File: config.mk
export PLATFORM = sky130hd
export DESIGN_NAME = dual_tick_timer
export DESIGN_NICKNAME = d
export VERILOG_FILES = /design/src/rtl/dtt_pkg.sv /design/src/rtl/dtt_timer.sv /design/src/rtl/dtt_irq.sv /design/src/rtl/dual_tick_timer.sv
export SDC_FILE = /design/constraint.sdc
export NUM_CORES = 1
export LEC_CHECK = 0
export BUFFER_PORTS_ARGS = -buffer_cell sky130_fd_sc_hd__clkbuf_2
export CORE_UTILIZATION = 55
export CTS_CLUSTER_DIAMETER = 30
export DETAILED_ROUTE_END_ITERATION = 7
export PLACE_DENSITY = 0.84
export SLEW_MARGIN = 20
export SYNTH_ARGS = -nofsm -noshare
export SYNTH_HDL_FRONTEND = slang
export SYNTH_HIERARCHICAL = 1
export SYNTH_SLANG_ARGS = --single-unit
File: constraint.sdc
create_clock -name clk -period 3.45 [get_ports clk]
set_input_delay 0.1725 -clock clk [delete_from_list [all_inputs] [get_ports clk]]
set_output_delay 0.1725 -clock clk [all_outputs]
set_load 0.05 [all_outputs]
File: src/rtl/dtt_pkg.sv
package dtt_pkg;
  localparam int TMR_STRIDE   = 'h10;
  localparam int OFF_RELOAD   = 'h00;
  localparam int OFF_COUNT    = 'h04;
  localparam int OFF_CTRL     = 'h08;
  localparam int ADDR_MASK    = 'h48;
  localparam int ADDR_ACK     = 'h4C;
  localparam int ADDR_STATUS  = 'h54;
  localparam int WIN_END      = 'h5C;
  localparam int SRC_BASE     = 4;   // first source code that maps to tick_src[0]
  localparam int CTRL_RUN_BIT = 4;
  localparam int SEL_W        = 3;

  function automatic int tmr_addr(int idx, int off);
    return idx * TMR_STRIDE + off;
  endfunction
endpackage

File: src/rtl/dtt_timer.sv
module dtt_timer
  import dtt_pkg::*;
#(
  parameter int DATA_W  = 32,
  parameter int NUM_SRC = 4
) (
  input  logic              clk,
  input  logic              rst_n,
  input  logic              wr_reload,
  input  logic              wr_ctrl,
  input  logic [DATA_W-1:0] wdata,
  input  logic [SEL_W-1:0]  wsel,
  input  logic              wrun,
  input  logic [NUM_SRC-1:0] tick_i,
  output logic [DATA_W-1:0] reload_o,
  output logic [DATA_W-1:0] count_o,
  output logic [SEL_W-1:0]  sel_o,
  output logic              run_o,
  output logic              step_o,
  output logic              hit_o
);
  logic [DATA_W-1:0] reload_q, count_q;
  logic [SEL_W-1:0]  sel_q;
  logic              run_q;
  logic              step;

  // decode the source code into one tick enable
  always_comb begin
    step = 1'b0;
    for (int s = 0; s < NUM_SRC; s++)
      if (int'(sel_q) == SRC_BASE + s && tick_i[s]) step = run_q;
  end

  assign hit_o = step && (count_q == '0);

  always_ff @(posedge clk or negedge rst_n) begin
    if (!rst_n) begin
      reload_q <= '0;
      count_q  <= '0;
      sel_q    <= '0;
      run_q    <= 1'b0;
    end else if (wr_reload) begin
      reload_q <= wdata;
      count_q  <= wdata;
    end else if (wr_ctrl) begin
      sel_q   <= wsel;
      run_q   <= wrun;
      count_q <= reload_q;
    end else if (hit_o) begin
      count_q <= reload_q;
    end else if (step) begin
      count_q <= count_q - 1'b1;
    end
  end

  assign reload_o = reload_q;
  assign count_o  = count_q;
  assign sel_o    = sel_q;
  assign run_o    = run_q;
  assign step_o   = step;
endmodule

File: src/rtl/dtt_irq.sv
module dtt_irq #(
  parameter int N = 2
) (
  input  logic         clk,
  input  logic         rst_n,
  input  logic [N-1:0] hit_i,
  input  logic         wr_mask,
  input  logic         wr_ack,
  input  logic [N-1:0] wbits,
  output logic [N-1:0] raw_o,
  output logic [N-1:0] mask_o,
  output logic [N-1:0] masked_o,
  output logic         irq_o
);
  logic [N-1:0] raw_q, mask_q, clr;

  assign clr = wr_ack ? wbits : '0;

  always_ff @(posedge clk or negedge rst_n) begin
    if (!rst_n) begin
      raw_q  <= '0;
      mask_q <= '0;
    end else begin
      raw_q <= (raw_q & ~clr) | hit_i;   // an expiry beats the acknowledge
      if (wr_mask) mask_q <= wbits;
    end
  end

  assign raw_o    = raw_q;
  assign mask_o   = mask_q;
  assign masked_o = raw_q & mask_q;
  assign irq_o    = |masked_o;
endmodule

File: src/rtl/dual_tick_timer.sv
module dual_tick_timer
  import dtt_pkg::*;
#(
  parameter int N_TMR   = 2,
  parameter int DATA_W  = 32,
  parameter int NUM_SRC = 4,
  parameter int ADDR_W  = 8
) (
  input  logic               clk,
  input  logic               rst_n,
  input  logic               reg_valid,
  input  logic               reg_write,
  input  logic [ADDR_W-1:0]  reg_addr,
  input  logic [DATA_W-1:0]  reg_wdata,
  output logic [DATA_W-1:0]  reg_rdata,
  input  logic [NUM_SRC-1:0] tick_src,
  output logic               irq_o
);
  localparam int CTRL_PAD = DATA_W - CTRL_RUN_BIT - 1;
  localparam int STAT_PAD = DATA_W - N_TMR;

  logic wr_ok, rd_ok, wr_mask, wr_ack;
  logic [N_TMR-1:0] wr_reload, wr_ctrl, step_all, hit_all, run_all;
  logic [N_TMR-1:0][DATA_W-1:0] cnt_all, reload_all;
  logic [N_TMR-1:0][SEL_W-1:0]  sel_all;
  logic [N_TMR-1:0] raw, mask, masked;

  assign wr_ok   = reg_valid && reg_write && (reg_addr[1:0] == 2'b00)
                   && (int'(reg_addr) < WIN_END);
  assign rd_ok   = reg_valid && !reg_write;
  assign wr_mask = wr_ok && (int'(reg_addr) == ADDR_MASK);
  assign wr_ack  = wr_ok && (int'(reg_addr) == ADDR_ACK);

  for (genvar i = 0; i < N_TMR; i++) begin : g_tmr
    assign wr_reload[i] = wr_ok && (int'(reg_addr) == tmr_addr(i, OFF_RELOAD));
    assign wr_ctrl[i]   = wr_ok && (int'(reg_addr) == tmr_addr(i, OFF_CTRL));

    dtt_timer #(.DATA_W(DATA_W), .NUM_SRC(NUM_SRC)) u_tmr (
      .clk      (clk),
      .rst_n    (rst_n),
      .wr_reload(wr_reload[i]),
      .wr_ctrl  (wr_ctrl[i]),
      .wdata    (reg_wdata),
      .wsel     (reg_wdata[SEL_W-1:0]),
      .wrun     (reg_wdata[CTRL_RUN_BIT]),
      .tick_i   (tick_src),
      .reload_o (reload_all[i]),
      .count_o  (cnt_all[i]),
      .sel_o    (sel_all[i]),
      .run_o    (run_all[i]),
      .step_o   (step_all[i]),
      .hit_o    (hit_all[i])
    );
  end

  dtt_irq #(.N(N_TMR)) u_irq (
    .clk     (clk),
    .rst_n   (rst_n),
    .hit_i   (hit_all),
    .wr_mask (wr_mask),
    .wr_ack  (wr_ack),
    .wbits   (reg_wdata[N_TMR-1:0]),
    .raw_o   (raw),
    .mask_o  (mask),
    .masked_o(masked),
    .irq_o   (irq_o)
  );

  // read mux: only exact aligned matches return data
  always_comb begin
    reg_rdata = '0;
    if (rd_ok) begin
      for (int i = 0; i < N_TMR; i++) begin
        if (int'(reg_addr) == tmr_addr(i, OFF_RELOAD)) reg_rdata = reload_all[i];
        if (int'(reg_addr) == tmr_addr(i, OFF_COUNT))  reg_rdata = cnt_all[i];
        if (int'(reg_addr) == tmr_addr(i, OFF_CTRL))
          reg_rdata = {{CTRL_PAD{1'b0}}, run_all[i], {(CTRL_RUN_BIT-SEL_W){1'b0}}, sel_all[i]};
      end
      if (int'(reg_addr) == ADDR_MASK)   reg_rdata = {{STAT_PAD{1'b0}}, mask};
      if (int'(reg_addr) == ADDR_STATUS) reg_rdata = {{STAT_PAD{1'b0}}, masked};
    end
  end
endmodule

Yosys cells after proc, flatten, opt, wreduce, memory -nomap -nowiden
Index checks and enable logic that the tools add are counted.
Word-level totals
  output and inout bits: 33
  logic and storage cells: 91
  memories: 0
  bits of input ports: 48
  ROM bits: 0
  bits in registers: 140
  RAM bits: 0
  bits in latches: 0
Cells by class
  order comparisons: 1
  reductions and logical operators: 30
  bitwise operators: 6
  div/mod/pow operators: 0
  equal/unequal tests: 16
  shift-type cells: 0
  multiply operators: 0
  add/sub/neg operators: 2
  muxes and demuxes: 26
Operators with widths (number)
  $mux W32: 17
  $logic_not A32 Y1: 2
  $sub A32 B1 Y32 const B: 2
  $eq A8 B6 Y1 const B: 3
  $eq A8 B8 Y1 const B: 3
  $logic_and A1 B1 Y1: 20
  $eq A3 B3 Y1 const B: 4
  $eq A8 B4 Y1 const B: 1
  $eq A8 B5 Y1 const B: 1
  $logic_not A8 Y1: 1
  $lt A8 B7 Y1 const B: 1
  $mux W1: 8
  $reduce_bool A4 Y1: 2
  $eq A3 B1 Y1 const B: 2
  $eq A3 B2 Y1 const B: 2
  $and A2 B2 Y2: 2
  $reduce_and A2 Y1: 2
  $logic_not A2 Y1: 1
  $mux W2: 1
  $not A1 Y1: 2
  $not A2 Y2: 1
  $or A2 B2 Y2: 1
  $reduce_or A2 Y1: 1
  $logic_not A1 Y1: 1

Depth between registers and ports, before layout
  depth after elaboration: 10
  gate-level depth with buffers: 13
  gate-level depth less buffers: 10

Cells and area by module
Netlist, hierarchy kept.
Modules (own cells, without submodules)
  dtt_timer at g_tmr[0].u_tmr: instances 1, cells an instance 429, area each 4003.8 um^2, seq. area each 1701.6 um^2
  dtt_timer at g_tmr[1].u_tmr: instances 1, cells an instance 400, area each 3669.8 um^2, seq. area each 1701.6 um^2
  dual_tick_timer: instances 1, cells an instance 235, area each 1521.5 um^2, seq. area each 0.0 um^2
  dtt_irq: instances 1, cells an instance 13, area each 166.4 um^2, seq. area each 100.1 um^2

Least setup slack after synthesis
OpenSTA, ideal clock, no wires.
  path kind: input port to output port
  from: input port reg_addr[7]
  to: output port reg_rdata[3]
  path slack: 0.259 ns
  buffers on the path: 2
  arrival: 3.019 ns
  stages on the path: 5
  data required time: 3.277 ns
  cells stage by stage: buf_2 nor4_1 buf_2 a22oi_1 a2111oi_1
Between the ends
  word-level cells in the longest chain between the ends: 10
  elaborated cells on any way between the ends: 17
  classes of those cells: 7 x eq/ne; 9 x mux; 1 x reduce/logical
RTL lines
  start, declared: line dual_tick_timer.sv:13  | input logic [ADDR_W-1:0] reg_addr,
  $logic_not A8 Y1: line dual_tick_timer.sv:74  | if (int'(reg_addr) == tmr_addr(i, OFF_RELOAD)) reg_rdata = reload_all[i];
  $mux W32: line dual_tick_timer.sv:74
  $mux W32: line dual_tick_timer.sv:75  | if (int'(reg_addr) == tmr_addr(i, OFF_COUNT)) reg_rdata = cnt_all[i];
  $mux W32: line dual_tick_timer.sv:76  | if (int'(reg_addr) == tmr_addr(i, OFF_CTRL))
  $mux W32: line dual_tick_timer.sv:74
  $mux W32: line dual_tick_timer.sv:75
  $mux W32: line dual_tick_timer.sv:76
  $mux W32: line dual_tick_timer.sv:79  | if (int'(reg_addr) == ADDR_MASK) reg_rdata = {{STAT_PAD{1'b0}}, mask};
  $mux W32 *: line dual_tick_timer.sv:80  | if (int'(reg_addr) == ADDR_STATUS) reg_rdata = {{STAT_PAD{1'b0}}, masked};
  $mux W32 *: line dual_tick_timer.sv:72  | if (rd_ok) begin
  end, declared: line dual_tick_timer.sv:15  | output logic [DATA_W-1:0] reg_rdata,
Mark *: on every way between the ends. The rest lies on a longest branch, timed or not.

Worst setup path in the final report
  from: register g_tmr[1].u_tmr.count_q[4]
  to: register g_tmr[1].u_tmr.count_q[16]
Between the ends
  word-level cells in the longest chain between the ends: 5
  elaborated cells on any way between the ends: 8
  classes of those cells: 1 x add/sub; 4 x mux; 3 x reduce/logical
RTL lines
  start, declared: line dtt_timer.sv:22  | logic [DATA_W-1:0] reload_q, count_q;
  start signal, assigned: line dtt_timer.sv:44  | count_q <= wdata;
  start signal, assigned: line dtt_timer.sv:48  | count_q <= reload_q;
  start signal, assigned: line dtt_timer.sv:50  | count_q <= reload_q;
  $logic_not A32 Y1 *: line dtt_timer.sv:34  | assign hit_o = step && (count_q == '0);
  $logic_and A1 B1 Y1 *: line dtt_timer.sv:34
  net hit_all[1]: line dual_tick_timer.sv:23  | logic [N_TMR-1:0] wr_reload, wr_ctrl, step_all, hit_all, run_all;
  $mux W32: line dtt_timer.sv:49  | end else if (hit_o) begin
  $mux W32: line dtt_timer.sv:45  | end else if (wr_ctrl) begin
  $mux W32: line dtt_timer.sv:42  | end else if (wr_reload) begin
Mark *: on every way through the listed nets, which the timed path passes. The rest lies on a longest branch. The select of a mux whose other input is x is not followed.
A chain may end at the register's enable or synchronous reset.

==> impl_metrics.py <==
metrics = {
    "place": {
        "gp_congestion": 0.988,
        "dp_hpwl_um": 24000,
        "preCtsSetupSlack_ns": 0.480,
        "dp_cells": 1335,
        "place_area_um2": 10000,
        "io_buffers": 80,
    },
    "timing": {
        "slew_viol_final": 0,
        "max_slew.worst_pin.slew_ns": 0.978,
        "relSlewSlack_pct": 34.5,
        "max_freq_mhz": 331,
        "setup_violations": 0,
        "hold_viol": 0,
        "worst_clock_skew_ns": 0.00812,
        "fin_ws_ns": 0.428,
        "hold_ws_ns": 0.0173,
        "rsz0062_at_grt": "no",
        "fin_crit_ns": 3.02,
        "tns_ns": 0,
        "finalCritPeriodShare_pct": 87.6,
    },
    "critical_path": {
        "r2r_cells": 7,
        "arrival_ns": 3.33,
        "cp-end-kind": "flop",
        "worstPathRequired_ns": 3.76,
        "start_kind": "flop",
        "path_class": "flop to flop",
        "crit_fanout": 15,
    },
    "logic_synthesis": {
        "synth_ff_type": "dfrtp_1",
        "yosysTopAreaCell": "dfrtp_1",
        "synth_cells": 1077,
        "synth_seq_area_share_pct": 37.4,
        "synth_seq_cells": 140,
        "synthArstFlopShare_pct": 100,
        "synthTopCellsByArea": "dfrtp_1 (37%), nand2_1 (4.7%), mux2_2 (4.3%)",
        "synth_area_um2": 9360,
        "syn-num-nets": 1127,
        "synth_top_area_share_pct": 37.4,
        "yosys.cell_types.count": 88,
        "synth-edff-count": 0,
        "synth_warnings": 6,
        "syn_avg_cell_area_um2": 8.69,
    },
    "drt": {
        "dr_wl_met3_um": 4350,
        "m1WireLength_um": 13900,
        "dr.pass1.iters": 7,
        "drt.antenna.violating_nets": 0,
        "avgRoutedWirePerCell_um": 24.4,
        "drtIter0Drc": 1517,
        "vias_per_cell": 7.12,
        "wl_met2_um": 14200,
        "postRouteWirelength_um": 33400,
        "vias": 9739,
        "topRoutingLayerUsed": "met4",
        "drc": 0,
    },
    "clock_network": {
        "h-tree-depth": 4,
        "post_cts_buffers": 0,
        "cts_resized": 0,
        "numCtsBuffers": 17,
        "cts_tree": "yes",
        "path_clk_slew_ns": 0.06,
        "cts_root_buf": "clkbuf_16",
        "clk_latency_ns": 0.43,
        "cts_sinks": 140,
        "clockBufferDepth": 2,
    },
    "cells_and_area": {
        "final_nets": 1185,
        "layout_commonest_cell": "dfrtp_1",
        "drive_gt1_share_pct": 20.8,
        "num_antenna_cells": 0,
        "final_util_pct": 64.4,
        "multi_input_area_um2": 5370,
        "finalInstanceArea_um2": 10700,
        "final_cell_mix": "dfrtp_1 (140), nand2_1 (117), clkbuf_2 (79)",
        "area_growth_pct": 14.0,
        "seqCellArea_um2": 3500,
        "nFillCells": 1426,
        "instances_no_fill": 1368,
    },
    "outcome": {
        "outcome": "complete, no violations",
    },
    "floorplanning": {
        "num_rows": 47,
        "core_area_um2": 16600,
        "pin_count": 81,
        "start_util_pct": 56.5,
        "die_w_um": 132,
        "dieArea_um2": 17500,
        "die_h_um": 132,
    },
    "pwr": {
        "powerDensity_nw_per_um2": 378,
        "power.total_mw": 4.04,
        "leakage_nw": 4.68,
        "max-vdd-ir-drop_mv": 0.352,
    },
    "global_routing": {
        "grt_use_total_pct": 38.8,
        "grt_start_max_net_pins": 76,
        "antenna_found_initial": 0,
        "grt_pass1_wl_um": 52200,
        "overflow": 0,
        "grt_pass1_vias": 8834,
    },
    "hold_path": {
        "hp-class": "input pin to flop",
        "hold_depth": 2,
    },
    "job": {
        "cap_viol_max_count": 0,
    },
}
==> synthesized netlist by cell type, types with 5 or more instances <==
| master | instances |
|---|---|
| nand3b_1 | 9 |
| or3_1 | 10 |
| a32oi_1 | 5 |
| o221ai_1 | 10 |
| or2_2 | 8 |
| nand2b_1 | 12 |
| nand2_1 | 117 |
| a31oi_1 | 16 |
| xnor2_1 | 6 |
| a21oi_2 | 8 |
| o22ai_1 | 8 |
| nor3_1 | 50 |
| buf_1 | 9 |
| inv_1 | 35 |
| and4_1 | 5 |
| nor2_1 | 61 |
| buf_2 | 13 |
| nand3_1 | 34 |
| clkbuf_1 | 52 |
| o21ai_0 | 55 |
| nand4_1 | 18 |
| a21o_1 | 10 |
| a41oi_1 | 5 |
| nor2b_1 | 16 |
| a211o_1 | 7 |
| a22o_1 | 29 |
| buf_6 | 7 |
| and2_1 | 7 |
| dfrtp_1 | 140 |
| o21ai_1 | 9 |
| mux2_2 | 36 |
| a21oi_1 | 47 |
| and3_1 | 6 |
| or4_1 | 16 |
| mux2i_1 | 12 |
| o211ai_1 | 14 |
| o31ai_1 | 14 |
| a31o_2 | 5 |
| a22oi_1 | 41 |
| nor4_1 | 24 |
==> power breakdown <==
part           total (mW)  leakage (nW)  switching (mW)  internal [mW]
sequential           1.70          1.78          0.0389           1.66
combinational       0.287          2.59           0.193         0.0948
clock                2.05         0.316           0.746           1.30
total                4.04          4.68           0.978           3.06
==> per-layer routing <==
layer,vias to the layer above,track usage (%)
met5,-,0
met2,695,54.8
met1,4738,57.1
met3,97,9.96
met4,0,13.6
li1,4209,-
==> final timing paths <==
check | startpoint | to | slack, ns
worst max-delay path | g_tmr[1].u_tmr/count_o[4] | g_tmr[1].u_tmr/count_o[16] | 0.43
worst min-delay path | reg_wdata[20] | g_tmr[0].u_tmr/reload_o[20] | 0.02
worst max register to register | g_tmr[1].u_tmr/count_o[4] | g_tmr[1].u_tmr/count_o[16] | 0.43
worst min register to register | u_irq/raw_o[0] | u_irq/raw_o[0] | 0.47
max in group asynchronous | rst_n | g_tmr[0].u_tmr/reload_o[3] | 2.13
min in group asynchronous | rst_n | g_tmr[1].u_tmr/reload_o[27] | 0.33
==> logic make-up (layout without fill, tap and decap cells) <==
logic type	count (synthesis)	after routing	share of synthesized area [%]
and+or+nand+nor	425	425	24.7
xor gates and xnor gates	8	8	0.748
AOI/OAI and AO/OA	332	332	25.2
buffers and inverters	119	190	5.59
muxes	51	51	6.09
adders and majority gates	2	2	0.267
DFF	140	140	37.4
==> state kept, by name, summed over array words and instances, names as in the netlist <==
| name | count |
|---|---|
| u_irq/mask_o | 2 |
| g_tmr.u_tmr/run_o | 2 |
| g_tmr.u_tmr/reload_o | 64 |
| u_irq/raw_o | 2 |
| g_tmr.u_tmr/count_o | 64 |
| g_tmr.u_tmr/sel_o | 6 |
==> layout make-up <==
cell class	count	area share (%)
multi-input combinational	818	50.3
sequential	140	32.8
timing repair buffer	122	6.90
clock buffer	18	4.11
tap	220	2.58
clock inverter	14	2.05
inverter	36	1.27
==> critical path, stage by stage (launching register included) <==
cell,delay (ns)
dfrtp_1,0.46
or4_1,0.67
or4_4,0.57
nor4_4,0.24
buf_4,0.26
or2b_2,0.29
o21ai_1,0.11
a221o_1,0.30
==> what timing repair did <==
action | CTS | global route
hold buffers | 1 | 0
endpoints found under the hold margin | 73 | 0
endpoints found under the setup margin | 0 | 0
(Power assumes the default switching activity.)
